$ cat src/rtl/nand_cg_pkg.sv
package nand_cg_pkg;

    typedef enum logic [2:0] {
        PH_IDLE   = 3'd0,
        PH_SETUP  = 3'd1,
        PH_STROBE = 3'd2,
        PH_RECOV  = 3'd3,
        PH_TAIL   = 3'd4
    } phase_e;

    typedef enum logic [1:0] {
        K_CMD  = 2'd0,
        K_ADDR = 2'd1,
        K_DWR  = 2'd2,
        K_DRD  = 2'd3
    } kind_e;

endpackage

$ cat src/rtl/nand_cg_decode.sv
module nand_cg_decode
    import nand_cg_pkg::*;
#(
    parameter int WIN_W   = 8,
    parameter int SEL_W   = 2,
    parameter int CMD_OFS = 0,
    parameter int ADR_OFS = 4,
    parameter int DAT_OFS = 8,
    localparam int ADDR_W = WIN_W + SEL_W
) (
    input  logic              valid_i,
    input  logic              write_i,
    input  logic [ADDR_W-1:0] addr_i,
    input  logic              idle_i,
    output logic              start_o,
    output kind_e             kind_o,
    output logic [SEL_W-1:0]  sel_o
);
    logic [WIN_W-1:0] ofs;
    logic             hit;

    assign ofs   = addr_i[WIN_W-1:0];
    assign sel_o = addr_i[ADDR_W-1:WIN_W];

    always_comb begin
        hit    = 1'b0;
        kind_o = K_CMD;
        if (ofs == WIN_W'(CMD_OFS) && write_i) begin
            hit    = 1'b1;
            kind_o = K_CMD;
        end else if (ofs == WIN_W'(ADR_OFS) && write_i) begin
            hit    = 1'b1;
            kind_o = K_ADDR;
        end else if (ofs == WIN_W'(DAT_OFS)) begin
            hit    = 1'b1;
            kind_o = write_i ? K_DWR : K_DRD;
        end
    end

    assign start_o = valid_i && idle_i && hit;

endmodule

$ cat src/rtl/nand_cg_sync.sv
module nand_cg_sync #(
    parameter int STAGES = 2
) (
    input  logic clk,
    input  logic rst_n,
    input  logic async_i,
    output logic sync_o
);
    logic [STAGES-1:0] chain_q;

    generate
        for (genvar s = 0; s < STAGES; s++) begin : g_stage
            if (s == 0) begin : g_first
                always_ff @(posedge clk or negedge rst_n) begin
                    if (!rst_n) chain_q[0] <= 1'b0;
                    else        chain_q[0] <= async_i;
                end
            end else begin : g_next
                always_ff @(posedge clk or negedge rst_n) begin
                    if (!rst_n) chain_q[s] <= 1'b0;
                    else        chain_q[s] <= chain_q[s-1];
                end
            end
        end
    endgenerate

    assign sync_o = chain_q[STAGES-1];

endmodule

$ cat src/rtl/nand_cg_engine.sv
module nand_cg_engine
    import nand_cg_pkg::*;
#(
    parameter int SEL_W  = 2,
    parameter int DATA_W = 8,
    parameter int TICK_W = 8,
    localparam int WORD_W = 4 * TICK_W
) (
    input  logic              clk,
    input  logic              rst_n,
    input  logic              start_i,
    input  kind_e             kind_i,
    input  logic [SEL_W-1:0]  sel_i,
    input  logic [DATA_W-1:0] wdata_i,
    input  logic [WORD_W-1:0] wr_timing_i,
    input  logic [WORD_W-1:0] rd_timing_i,
    input  logic [DATA_W-1:0] dq_in_i,
    output phase_e            phase_o,
    output kind_e             kind_o,
    output logic [SEL_W-1:0]  sel_o,
    output logic [DATA_W-1:0] wdata_o,
    output logic [DATA_W-1:0] rdata_o,
    output logic              rvalid_o
);
    typedef struct packed {
        phase_e            ph;
        kind_e             kind;
        logic [SEL_W-1:0]  sel;
        logic [DATA_W-1:0] wd;
        logic [DATA_W-1:0] rd;
        logic              rv;
        logic [TICK_W-1:0] cnt;
        logic [TICK_W-1:0] len_strobe;
        logic [TICK_W-1:0] len_recov;
        logic [TICK_W-1:0] len_tail;
    } eng_t;

    eng_t st_d, st_q;

    // field extraction: byte 3 is the most significant
    function automatic logic [TICK_W-1:0] fld(input logic [WORD_W-1:0] w, input int idx);
        return w[idx*TICK_W +: TICK_W];
    endfunction

    function automatic logic [TICK_W-1:0] at_least_one(input logic [TICK_W-1:0] v);
        return (v == '0) ? TICK_W'(1) : v;
    endfunction

    logic [TICK_W-1:0] t_setup, t_ext, t_wcyc, t_wstr;
    logic [TICK_W-1:0] t_acc, t_hold, t_rel;
    logic [TICK_W-1:0] t_whigh;
    logic              rd_kind;

    always_comb begin
        t_setup = at_least_one(fld(wr_timing_i, 3));
        t_ext   = at_least_one(fld(wr_timing_i, 2));
        t_wcyc  = at_least_one(fld(wr_timing_i, 1));
        t_wstr  = at_least_one(fld(wr_timing_i, 0));
        t_acc   = at_least_one(fld(rd_timing_i, 3));
        t_hold  = at_least_one(fld(rd_timing_i, 2));
        t_rel   = at_least_one(fld(rd_timing_i, 0));
        t_whigh = (t_wcyc > t_wstr) ? (t_wcyc - t_wstr) : TICK_W'(1);
        rd_kind = (kind_i == K_DRD);
    end

    always_comb begin
        st_d    = st_q;
        st_d.rv = 1'b0;
        unique case (st_q.ph)
            PH_IDLE: begin
                if (start_i) begin
                    st_d.ph         = PH_SETUP;
                    st_d.kind       = kind_i;
                    st_d.sel        = sel_i;
                    st_d.wd         = wdata_i;
                    st_d.cnt        = t_setup - TICK_W'(1);
                    st_d.len_strobe = rd_kind ? t_acc  : t_wstr;
                    st_d.len_recov  = rd_kind ? t_hold : t_whigh;
                    st_d.len_tail   = rd_kind ? t_rel  : t_ext;
                end
            end
            PH_SETUP: begin
                if (st_q.cnt == '0) begin
                    st_d.ph  = PH_STROBE;
                    st_d.cnt = st_q.len_strobe - TICK_W'(1);
                end else begin
                    st_d.cnt = st_q.cnt - TICK_W'(1);
                end
            end
            PH_STROBE: begin
                if (st_q.cnt == '0) begin
                    st_d.ph  = PH_RECOV;
                    st_d.cnt = st_q.len_recov - TICK_W'(1);
                    if (st_q.kind == K_DRD) begin
                        st_d.rd = dq_in_i;
                        st_d.rv = 1'b1;
                    end
                end else begin
                    st_d.cnt = st_q.cnt - TICK_W'(1);
                end
            end
            PH_RECOV: begin
                if (st_q.cnt == '0) begin
                    st_d.ph  = PH_TAIL;
                    st_d.cnt = st_q.len_tail - TICK_W'(1);
                end else begin
                    st_d.cnt = st_q.cnt - TICK_W'(1);
                end
            end
            PH_TAIL: begin
                if (st_q.cnt == '0) begin
                    st_d.ph = PH_IDLE;
                end else begin
                    st_d.cnt = st_q.cnt - TICK_W'(1);
                end
            end
            default: st_d.ph = PH_IDLE;
        endcase
    end

    always_ff @(posedge clk or negedge rst_n) begin
        if (!rst_n) begin
            st_q.ph         <= PH_IDLE;
            st_q.kind       <= K_CMD;
            st_q.sel        <= '0;
            st_q.wd         <= '0;
            st_q.rd         <= '0;
            st_q.rv         <= 1'b0;
            st_q.cnt        <= '0;
            st_q.len_strobe <= '0;
            st_q.len_recov  <= '0;
            st_q.len_tail   <= '0;
        end else begin
            st_q <= st_d;
        end
    end

    assign phase_o  = st_q.ph;
    assign kind_o   = st_q.kind;
    assign sel_o    = st_q.sel;
    assign wdata_o  = st_q.wd;
    assign rdata_o  = st_q.rd;
    assign rvalid_o = st_q.rv;

endmodule

$ cat src/rtl/nand_cg_pins.sv
module nand_cg_pins
    import nand_cg_pkg::*;
#(
    parameter int SEL_W  = 2,
    parameter int DATA_W = 8,
    localparam int NUM_CS = 1 << SEL_W
) (
    input  phase_e            phase_i,
    input  kind_e             kind_i,
    input  logic [SEL_W-1:0]  sel_i,
    input  logic [DATA_W-1:0] wdata_i,
    output logic              cle_o,
    output logic              ale_o,
    output logic              we_n_o,
    output logic              re_n_o,
    output logic [NUM_CS-1:0] ce_n_o,
    output logic [DATA_W-1:0] dq_out_o,
    output logic              dq_oe_o,
    output logic              busy_o
);
    logic active, strobe, is_read;

    assign active  = (phase_i != PH_IDLE);
    assign strobe  = (phase_i == PH_STROBE);
    assign is_read = (kind_i == K_DRD);

    assign cle_o    = active && (kind_i == K_CMD);
    assign ale_o    = active && (kind_i == K_ADDR);
    assign we_n_o   = !(strobe && !is_read);
    assign re_n_o   = !(strobe && is_read);
    assign dq_oe_o  = active && !is_read;
    assign dq_out_o = wdata_i;
    assign busy_o   = active;

    generate
        for (genvar i = 0; i < NUM_CS; i++) begin : g_ce
            assign ce_n_o[i] = !(active && (sel_i == SEL_W'(i)));
        end
    endgenerate

endmodule

$ cat src/rtl/nand_cycle_gen.sv
module nand_cycle_gen
    import nand_cg_pkg::*;
#(
    parameter int SEL_W       = 2,
    parameter int WIN_W       = 8,
    parameter int DATA_W      = 8,
    parameter int TICK_W      = 8,
    parameter int SYNC_STAGES = 2,
    localparam int NUM_CS = 1 << SEL_W,
    localparam int ADDR_W = WIN_W + SEL_W,
    localparam int WORD_W = 4 * TICK_W
) (
    input  logic              clk,
    input  logic              rst_n,
    input  logic              acc_valid,
    input  logic              acc_write,
    input  logic [ADDR_W-1:0] acc_addr,
    input  logic [DATA_W-1:0] acc_wdata,
    output logic              acc_ready,
    output logic              busy,
    output logic [DATA_W-1:0] rd_data,
    output logic              rd_valid,
    input  logic [WORD_W-1:0] wr_timing,
    input  logic [WORD_W-1:0] rd_timing,
    output logic              nand_cle,
    output logic              nand_ale,
    output logic              nand_we_n,
    output logic              nand_re_n,
    output logic [NUM_CS-1:0] nand_ce_n,
    output logic [DATA_W-1:0] nand_dq_out,
    output logic              nand_dq_oe,
    input  logic [DATA_W-1:0] nand_dq_in,
    input  logic              nand_rb,
    output logic [31:0]       status
);
    logic              start;
    kind_e             dec_kind, eng_kind;
    logic [SEL_W-1:0]  dec_sel, eng_sel;
    phase_e            eng_phase;
    logic [DATA_W-1:0] eng_wd;
    logic              rb_sync;

    assign acc_ready = (eng_phase == PH_IDLE);

    nand_cg_decode #(.WIN_W(WIN_W), .SEL_W(SEL_W)) u_decode (
        .valid_i (acc_valid),
        .write_i (acc_write),
        .addr_i  (acc_addr),
        .idle_i  (acc_ready),
        .start_o (start),
        .kind_o  (dec_kind),
        .sel_o   (dec_sel)
    );

    nand_cg_engine #(.SEL_W(SEL_W), .DATA_W(DATA_W), .TICK_W(TICK_W)) u_engine (
        .clk         (clk),
        .rst_n       (rst_n),
        .start_i     (start),
        .kind_i      (dec_kind),
        .sel_i       (dec_sel),
        .wdata_i     (acc_wdata),
        .wr_timing_i (wr_timing),
        .rd_timing_i (rd_timing),
        .dq_in_i     (nand_dq_in),
        .phase_o     (eng_phase),
        .kind_o      (eng_kind),
        .sel_o       (eng_sel),
        .wdata_o     (eng_wd),
        .rdata_o     (rd_data),
        .rvalid_o    (rd_valid)
    );

    nand_cg_pins #(.SEL_W(SEL_W), .DATA_W(DATA_W)) u_pins (
        .phase_i  (eng_phase),
        .kind_i   (eng_kind),
        .sel_i    (eng_sel),
        .wdata_i  (eng_wd),
        .cle_o    (nand_cle),
        .ale_o    (nand_ale),
        .we_n_o   (nand_we_n),
        .re_n_o   (nand_re_n),
        .ce_n_o   (nand_ce_n),
        .dq_out_o (nand_dq_out),
        .dq_oe_o  (nand_dq_oe),
        .busy_o   (busy)
    );

    nand_cg_sync #(.STAGES(SYNC_STAGES)) u_rb_sync (
        .clk     (clk),
        .rst_n   (rst_n),
        .async_i (nand_rb),
        .sync_o  (rb_sync)
    );

    assign status = {rb_sync, 31'b0};

endmodule

$ cat config.mk
export PLATFORM = sky130hd
export DESIGN_NAME = nand_cycle_gen
export DESIGN_NICKNAME = d
export VERILOG_FILES = /design/src/rtl/nand_cg_pkg.sv /design/src/rtl/nand_cg_decode.sv /design/src/rtl/nand_cg_sync.sv /design/src/rtl/nand_cg_engine.sv /design/src/rtl/nand_cg_pins.sv /design/src/rtl/nand_cycle_gen.sv
export SDC_FILE = /design/constraint.sdc
export NUM_CORES = 1
export LEC_CHECK = 0
export BUFFER_PORTS_ARGS = -buffer_cell sky130_fd_sc_hd__buf_2
export CORE_MARGIN = 8
export CORE_UTILIZATION = 55
export CTS_CLUSTER_SIZE = 20
export DETAILED_ROUTE_END_ITERATION = 8
export PLACE_DENSITY_LB_ADDON = 0.12
export SLEW_MARGIN = 20
export SYNTH_ARGS = -nofsm -noshare
export SYNTH_HDL_FRONTEND = slang
export SYNTH_SLANG_ARGS = --single-unit
$ cat constraint.sdc
create_clock -name clk -period 6.3 [get_ports clk]
set_input_delay 1.26 -clock clk [delete_from_list [all_inputs] [get_ports clk]]
set_output_delay 1.26 -clock clk [all_outputs]
set_load 0.03 [all_outputs]
# Yosys cells after proc, flatten, opt, wreduce, memory -nomap -nowiden
# Cells that the tools add are included.
[word_totals] regBits=58 latchBits=0 mem_bits_rw=0 romBits=0 input_bits=95 output_inout_bits=60 word_cells=108 mem_count=0
[op_classes] addsub=6 mul=0 n_div=0 order_cmp=1 n_eq_ne=18 n_shift=0 mux=33 n_bitwise=0 n_reduce_logical=38
[ops] op="8-bit 2-to-1 mux" count=15
[ops] op="8-bit logical NOT" count=9
[ops] op="8-bit one-hot mux with 5 select lines" count=1
[ops] op="8-bit by 1-bit subtractor with 8-bit output, second input constant" count=5
[ops] op="32-bit 2-to-1 mux" count=1
[ops] op="15-bit 2-to-1 mux" count=1
[ops] op="3-bit one-hot mux with 5 select lines" count=1
[ops] op="1-bit logical AND" count=13
[ops] op="3-bit 2-to-1 mux" count=4
[ops] op="2-bit equality test, second input constant" count=4
[ops] op="8-bit by 3-bit equality test with 1-bit output, second input constant" count=1
[ops] op="8-bit by 4-bit equality test with 1-bit output, second input constant" count=1
[ops] op="8-bit > comparator" count=1
[ops] op="8-bit subtractor" count=1
[ops] op="1-bit logical NOT" count=7
[ops] op="1-bit 2-to-1 mux" count=7
[ops] op="3-bit by 2-bit equality test with 1-bit output, second input constant" count=2
[ops] op="2-bit 2-to-1 mux" count=3
[ops] op="2-bit by 1-bit inequality test with 1-bit output, second input constant" count=3
[ops] op="2-bit inequality test, second input constant" count=3
[ops] op="3-bit AND reduction" count=2
[ops] op="5-bit AND reduction" count=1
[ops] op="5-bit nonzero test" count=1
[ops] op="2-bit by 1-bit equality test with 1-bit output, second input constant" count=2
[ops] op="6 further kinds" count=7

# Logic depth before layout (Yosys ltp)
[depth] word_depth=8 depth_mapped=10 mapped_depth_nobuf=9

# Cells and area by module
# From an unflattened synthesis, not the netlist that was laid out.
[hier_totals] cells_unflattened=569 area_unflattened_um2=4556.9
[modules_own_cells] mod="nand_cg_engine" instances=1 cells_per_inst=500 area_each_um2=3995.1 seq_area_each_um2=1401.3
[modules_own_cells] mod="nand_cycle_gen" instances=1 cells_per_inst=34 area_each_um2=254.0 seq_area_each_um2=0.0
[modules_own_cells] mod="nand_cg_pins" instances=1 cells_per_inst=21 area_each_um2=142.6 seq_area_each_um2=0.0
[modules_own_cells] mod="nand_cg_decode" instances=1 cells_per_inst=12 area_each_um2=115.1 seq_area_each_um2=0.0
[modules_own_cells] mod="nand_cg_sync" instances=1 cells_per_inst=2 area_each_um2=50.0 seq_area_each_um2=50.0

# Least setup slack after synthesis
# OpenSTA, ideal clock, no wires.
[synth_path] path_kind="register to output" from="reg u_engine.st_q (netlist bit u_engine.phase_o[2])" to="out nand_ale" arrival_ps=2230 required_ps=5040 setup_slack_ps=2810 stages_incl_launch_ff=6 path_buffers=1 cell_sequence="dfrtp_1 -> inv_1 -> nand2_1 -> clkinv_1 -> clkbuf_1 -> nor3b_1"
[synth_via] elab_chain_cells=2
[synth_lines] element="start: declaration" line_no="nand_cg_engine.sv:38" source="eng_t st_d, st_q;"
[synth_lines] element="start signal: assignment" line_no="nand_cg_engine.sv:134" source="st_q <= st_d;"
[synth_lines] element="3-bit nonzero test" line_no="nand_cg_pins.sv:23" source="assign active = (phase_i != PH_IDLE);"
[synth_lines] element="via busy" line_no="nand_cycle_gen.sv:20" source="output logic busy,"
[synth_lines] element="1-bit logical AND" line_no="nand_cg_pins.sv:28" source="assign ale_o = active && (kind_i == K_ADDR);"
[synth_lines] element="end: declaration" line_no="nand_cycle_gen.sv:26" source="output logic nand_ale,"
# The timed path passes the listed nets, and every way through them passes these cells.

# Worst setup path in the final report
[layout_path] from="reg u_engine.st_q (netlist bit u_engine.phase_o[0])" to="out nand_ce_n[0]"
[layout_via] elab_chain_cells=3
[layout_lines] element="3-bit nonzero test" line_no="nand_cg_pins.sv:23"
[layout_lines] element="1-bit logical AND" line_no="nand_cg_pins.sv:37" source="assign ce_n_o[i] = !(active && (sel_i == SEL_W'(i)));"
[layout_lines] element="1-bit logical NOT" line_no="nand_cg_pins.sv:37"
[layout_lines] element="end: declaration" line_no="nand_cycle_gen.sv:29" source="output logic [NUM_CS-1:0] nand_ce_n,"
# Every way passes these cells.

==> summary.log <==
INFO  sta            maxClockFrequency=0.2505GHz
INFO  routing        drt.antenna.violating_nets=0
INFO  clock_network  clk_pin_slew_worst_paths=70ps
INFO  sta            timing_max_transition_violations_final=0
INFO  yosys          syn-cell-area=4444um^2
INFO  global_route   grt_util_met2=34.54%
INFO  yosys          synth_edf_count=0
INFO  clock_network  postCtsSetupBuffers=0
INFO  yosys          async_flop_share=100.0%
INFO  sta            timing.final.crit_period=3992ps
INFO  global_route   largest_net_degree_at_the_start_of_global_routing=59
INFO  clock_network  htreeDepth=3
INFO  clock_network  cts_buffers=9
INFO  global_route   antenna_found_initial=0
INFO  yosys          yosysTopAreaCell=sky130_fd_sc_hd__dfrtp_1
INFO  yosys          syn_avg_cell_area=8.370um^2
INFO  clock_network  clk-insertion-delay-late=340ps
INFO  routing        drt-pass1-iter-count=4
INFO  flow_run       cap_violations=0
INFO  outcome        status=finished, final reports clean
INFO  yosys          synth.ff_latch_count=58
INFO  layout         finalCoreUtilization=64.96%
INFO  sta            setup-violations-final=0
INFO  clock_network  ctsRootBufferMaster=sky130_fd_sc_hd__clkbuf_8
INFO  global_route   use_met3=4.952%
INFO  sta            worst_clock_skew=8.544ps
INFO  routing        wl_per_cell=16.01um
INFO  clock_network  buffer_depth_of_the_longest_clock_path=2
INFO  setup_path     worst_path_largest_cell_delay=830ps
INFO  yosys          synth_warnings=0
INFO  floorplan      boundaryPins=155
INFO  power_and_ir_drop p_per_area=294.6nW/um^2
INFO  layout         final_layout_size_suffix_gt1_share=25.00%
INFO  clock_network  cts_tree=done
INFO  layout         num-nets-final=727
INFO  setup_path     worstSetupPathType=flop to output pin
INFO  routing        detailed_route_wire_length=11,630um
INFO  clock_network  cts.repair.resized=0
INFO  setup_path     timing.critical_path.cells=nor2_1, nand2_1, clkinv_1, or3_1, buf_2
INFO  power_and_ir_drop max-vdd-ir-drop=127.5uV
INFO  setup_path     timing.critical_path.buf_inv=2
INFO  routing        drt_drc_violations_left=0
INFO  layout         number_of_inserted_diodes=0
INFO  placement      place.detailed.hpwl=9056um
INFO  sta            unrepaired_setup_endpoints_after_global_routing=false
INFO  routing        routed-via-count=3,988
INFO  clock_network  cts-hold-fix-buffers=0
INFO  sta            setup_tns=0ps
INFO  sta            timing.final.hold_violations=0
INFO  floorplan      rows=32
INFO  sta            relative_slew_slack=48.82%
INFO  worst_hold_path hold_path.class=flop to flop
INFO  yosys          netlist_instances=531
INFO  floorplan      die_area=11,210um^2
INFO  sta            worstMarginPinSlew=767.6ps
INFO  global_route   grt_pass1_vias=4,116
INFO  setup_path     slowest_cell_on_crit_path=sky130_fd_sc_hd__dfrtp_1
INFO  yosys          yosys.area.top_type_share=32.66%
INFO  routing        routed_via_density=5.493
INFO  setup_path     crit_path_max_fanout=23
INFO  placement      routabilityCongestion=0.9068
INFO  layout         flow.area_growth_from_synthesis=13.54%
INFO  routing        first_iter_violations=191
INFO  floorplan      initial_utilization=57.22%
INFO  yosys          yosysMostFrequentCell=sky130_fd_sc_hd__nand2_1
INFO  global_route   overflow=0
INFO  setup_path     cp.required=5040ps
INFO  placement      placement.io_buffers=115
INFO  global_route   global_route_wire_length_before_repair=18,950um
INFO  floorplan      die-height=105.9um
INFO  setup_path     critical_path.endpoint_type=output pin
INFO  global_route   use_met1=24.72%
INFO  yosys          yosysSeqAreaShare=32.66%
INFO  setup_path     worst_path_dominant_cell_family=simple AND/OR/NAND/NOR gates
INFO  power_and_ir_drop leakage=2.473nW
INFO  yosys          synth_ff_type=sky130_fd_sc_hd__dfrtp_1
INFO  floorplan      die_width=105.9um
INFO  global_route   grt.total_usage=20.45%
INFO  yosys          ys_top_cells_by_area=sky130_fd_sc_hd__dfrtp_1 (33%), sky130_fd_sc_hd__buf_4 (9.0%), sky130_fd_sc_hd__nand2_1 (5.7%)
INFO  clock_network  cts_num_sinks=58
INFO  yosys          post_synth_num_cell_types=66
INFO  sta            hold_slack=355.5ps
INFO  global_route   grt_busiest_layer=met2
INFO  setup_path     startpoint_kind_of_the_worst_setup_timing_path=flop
INFO  sta            final_min_period_over_clock_period=63.37%
INFO  floorplan      fp.coreArea=7767um^2
INFO  setup_path     crit_arrival=2730ps
INFO  yosys          synth.top_cells.by_count=sky130_fd_sc_hd__nand2_1 (68), sky130_fd_sc_hd__dfrtp_1 (58), sky130_fd_sc_hd__buf_4 (53)
## worst reg2reg max path, stage by stage, from the launching register on
cell,delay [ps]
sky130_fd_sc_hd__dfrtp_1,830
sky130_fd_sc_hd__nor2_1,190
sky130_fd_sc_hd__nand2_1,230
sky130_fd_sc_hd__clkinv_1,470
sky130_fd_sc_hd__and3_1,590
sky130_fd_sc_hd__o21ai_2,440
sky130_fd_sc_hd__a22oi_1,150
sky130_fd_sc_hd__nand3_1,120
## flip-flops by register name, indices dropped and copies added, names as in the netlist, 2 cells and up
signal / cells
u_engine.sel_o: 2
u_engine.wdata_o: 8
u_engine.rdata_o: 8
u_engine.st_q: 32
u_engine.phase_o: 3
u_engine.kind_o: 2
## stage by stage
stage               cells  power, mW  instance area (um^2)  worst slack, ps
finish                726      1.486                  5046             2308
floorplan             561     0.9494                  4557             2810
global placement      710      1.083                  4821             2440
CTS                   726      1.490                  5046             2335
detailed placement    710      1.093                  4821             2451
global route          726      1.584                  5046             2086
## routing by layer
metal	vias to the layer above	wire (um)
li1	1986	-
met5	-	0
met2	140	5562
met1	1847	5104
met4	0	165
met3	15	792
## kinds of logic (layout without fill, tap and decap cells)
logic type	after synthesis	after routing	share of synthesized area, %
AO/OA/AOI/OAI	113	113	17.06
XOR/XNOR	30	30	5.912
adder cells (fa/ha/maj)	15	15	4.279
buffers and inverters	103	166	13.20
flip-flops	58	58	32.66
multiplexers	28	28	6.560
other	1	31	0.08438
AND/OR/NAND/NOR	183	183	20.24
## layout make-up
type,count,area [um^2]
Clock inverter,7,101.3
Timing Repair Buffer,118,598.1
Multi-Input combinational cell,400,2524
Tap cell,102,127.6
Sequential cell,58,1451
Fill cell,684,2721
Inverter,32,120.1
Clock buffer,9,123.9
## power by group
| part | total [mW] | switching (mW) | internal, mW |
|---|---|---|---|
| clock network | 0.392 | 0.167 | 0.226 |
| registers | 0.502 | 0.0758 | 0.426 |
| logic | 0.593 | 0.375 | 0.218 |
## worst paths after layout
check | endpoint | depth (start not counted) | slack (ps) | start
max | nand_ce_n[0] | 5 | 2310 | u_engine.phase_o[0]$_DFFE_PN0P_
min | u_rb_sync.sync_o$_DFF_PN0_ | 0 | 360 | u_rb_sync.chain_q[0]$_DFF_PN0_
max reg2reg | u_engine.st_q[30]$_DFFE_PN0P_ | 7 | 3220 | u_engine.phase_o[0]$_DFFE_PN0P_
min reg2reg | u_rb_sync.sync_o$_DFF_PN0_ | 0 | 360 | u_rb_sync.chain_q[0]$_DFF_PN0_
max in group asynchronous | u_engine.rdata_o[0]$_DFFE_PN0P_ | 2 | 4740 | rst_n
min in group asynchronous | u_engine.st_q[24]$_DFFE_PN0P_ | 2 | 1040 | rst_n
## placed cells by master (no fill, tap or decap), drive strengths merged, types with 3 or more instances in the layout
master   Yosys  final
mux2i       19     19
mux2         9      9
nor3b        4      4
nor2        39     39
conb         1     31
dfrtp       58     58
or3          5      5
or4          6      6
o21ai       39     39
clkbuf      16      9
a21o         3      3
clkinv       2      3
buf         55    118
ha          12     12
o2111ai      4      4
xnor2       17     17
inv         30     32
nor2b        3      3
o22ai        5      5
a211oi       3      3
a31oi        6      6
nand2       68     68
o211ai       3      3
nand3        8      8
nor3        22     22
nor4        13     13
and3         4      4
a221oi       6      6
xor2        13     13
a21oi       19     19
o41ai        3      3
No activity file was read; power rests on OpenSTA's default activity.
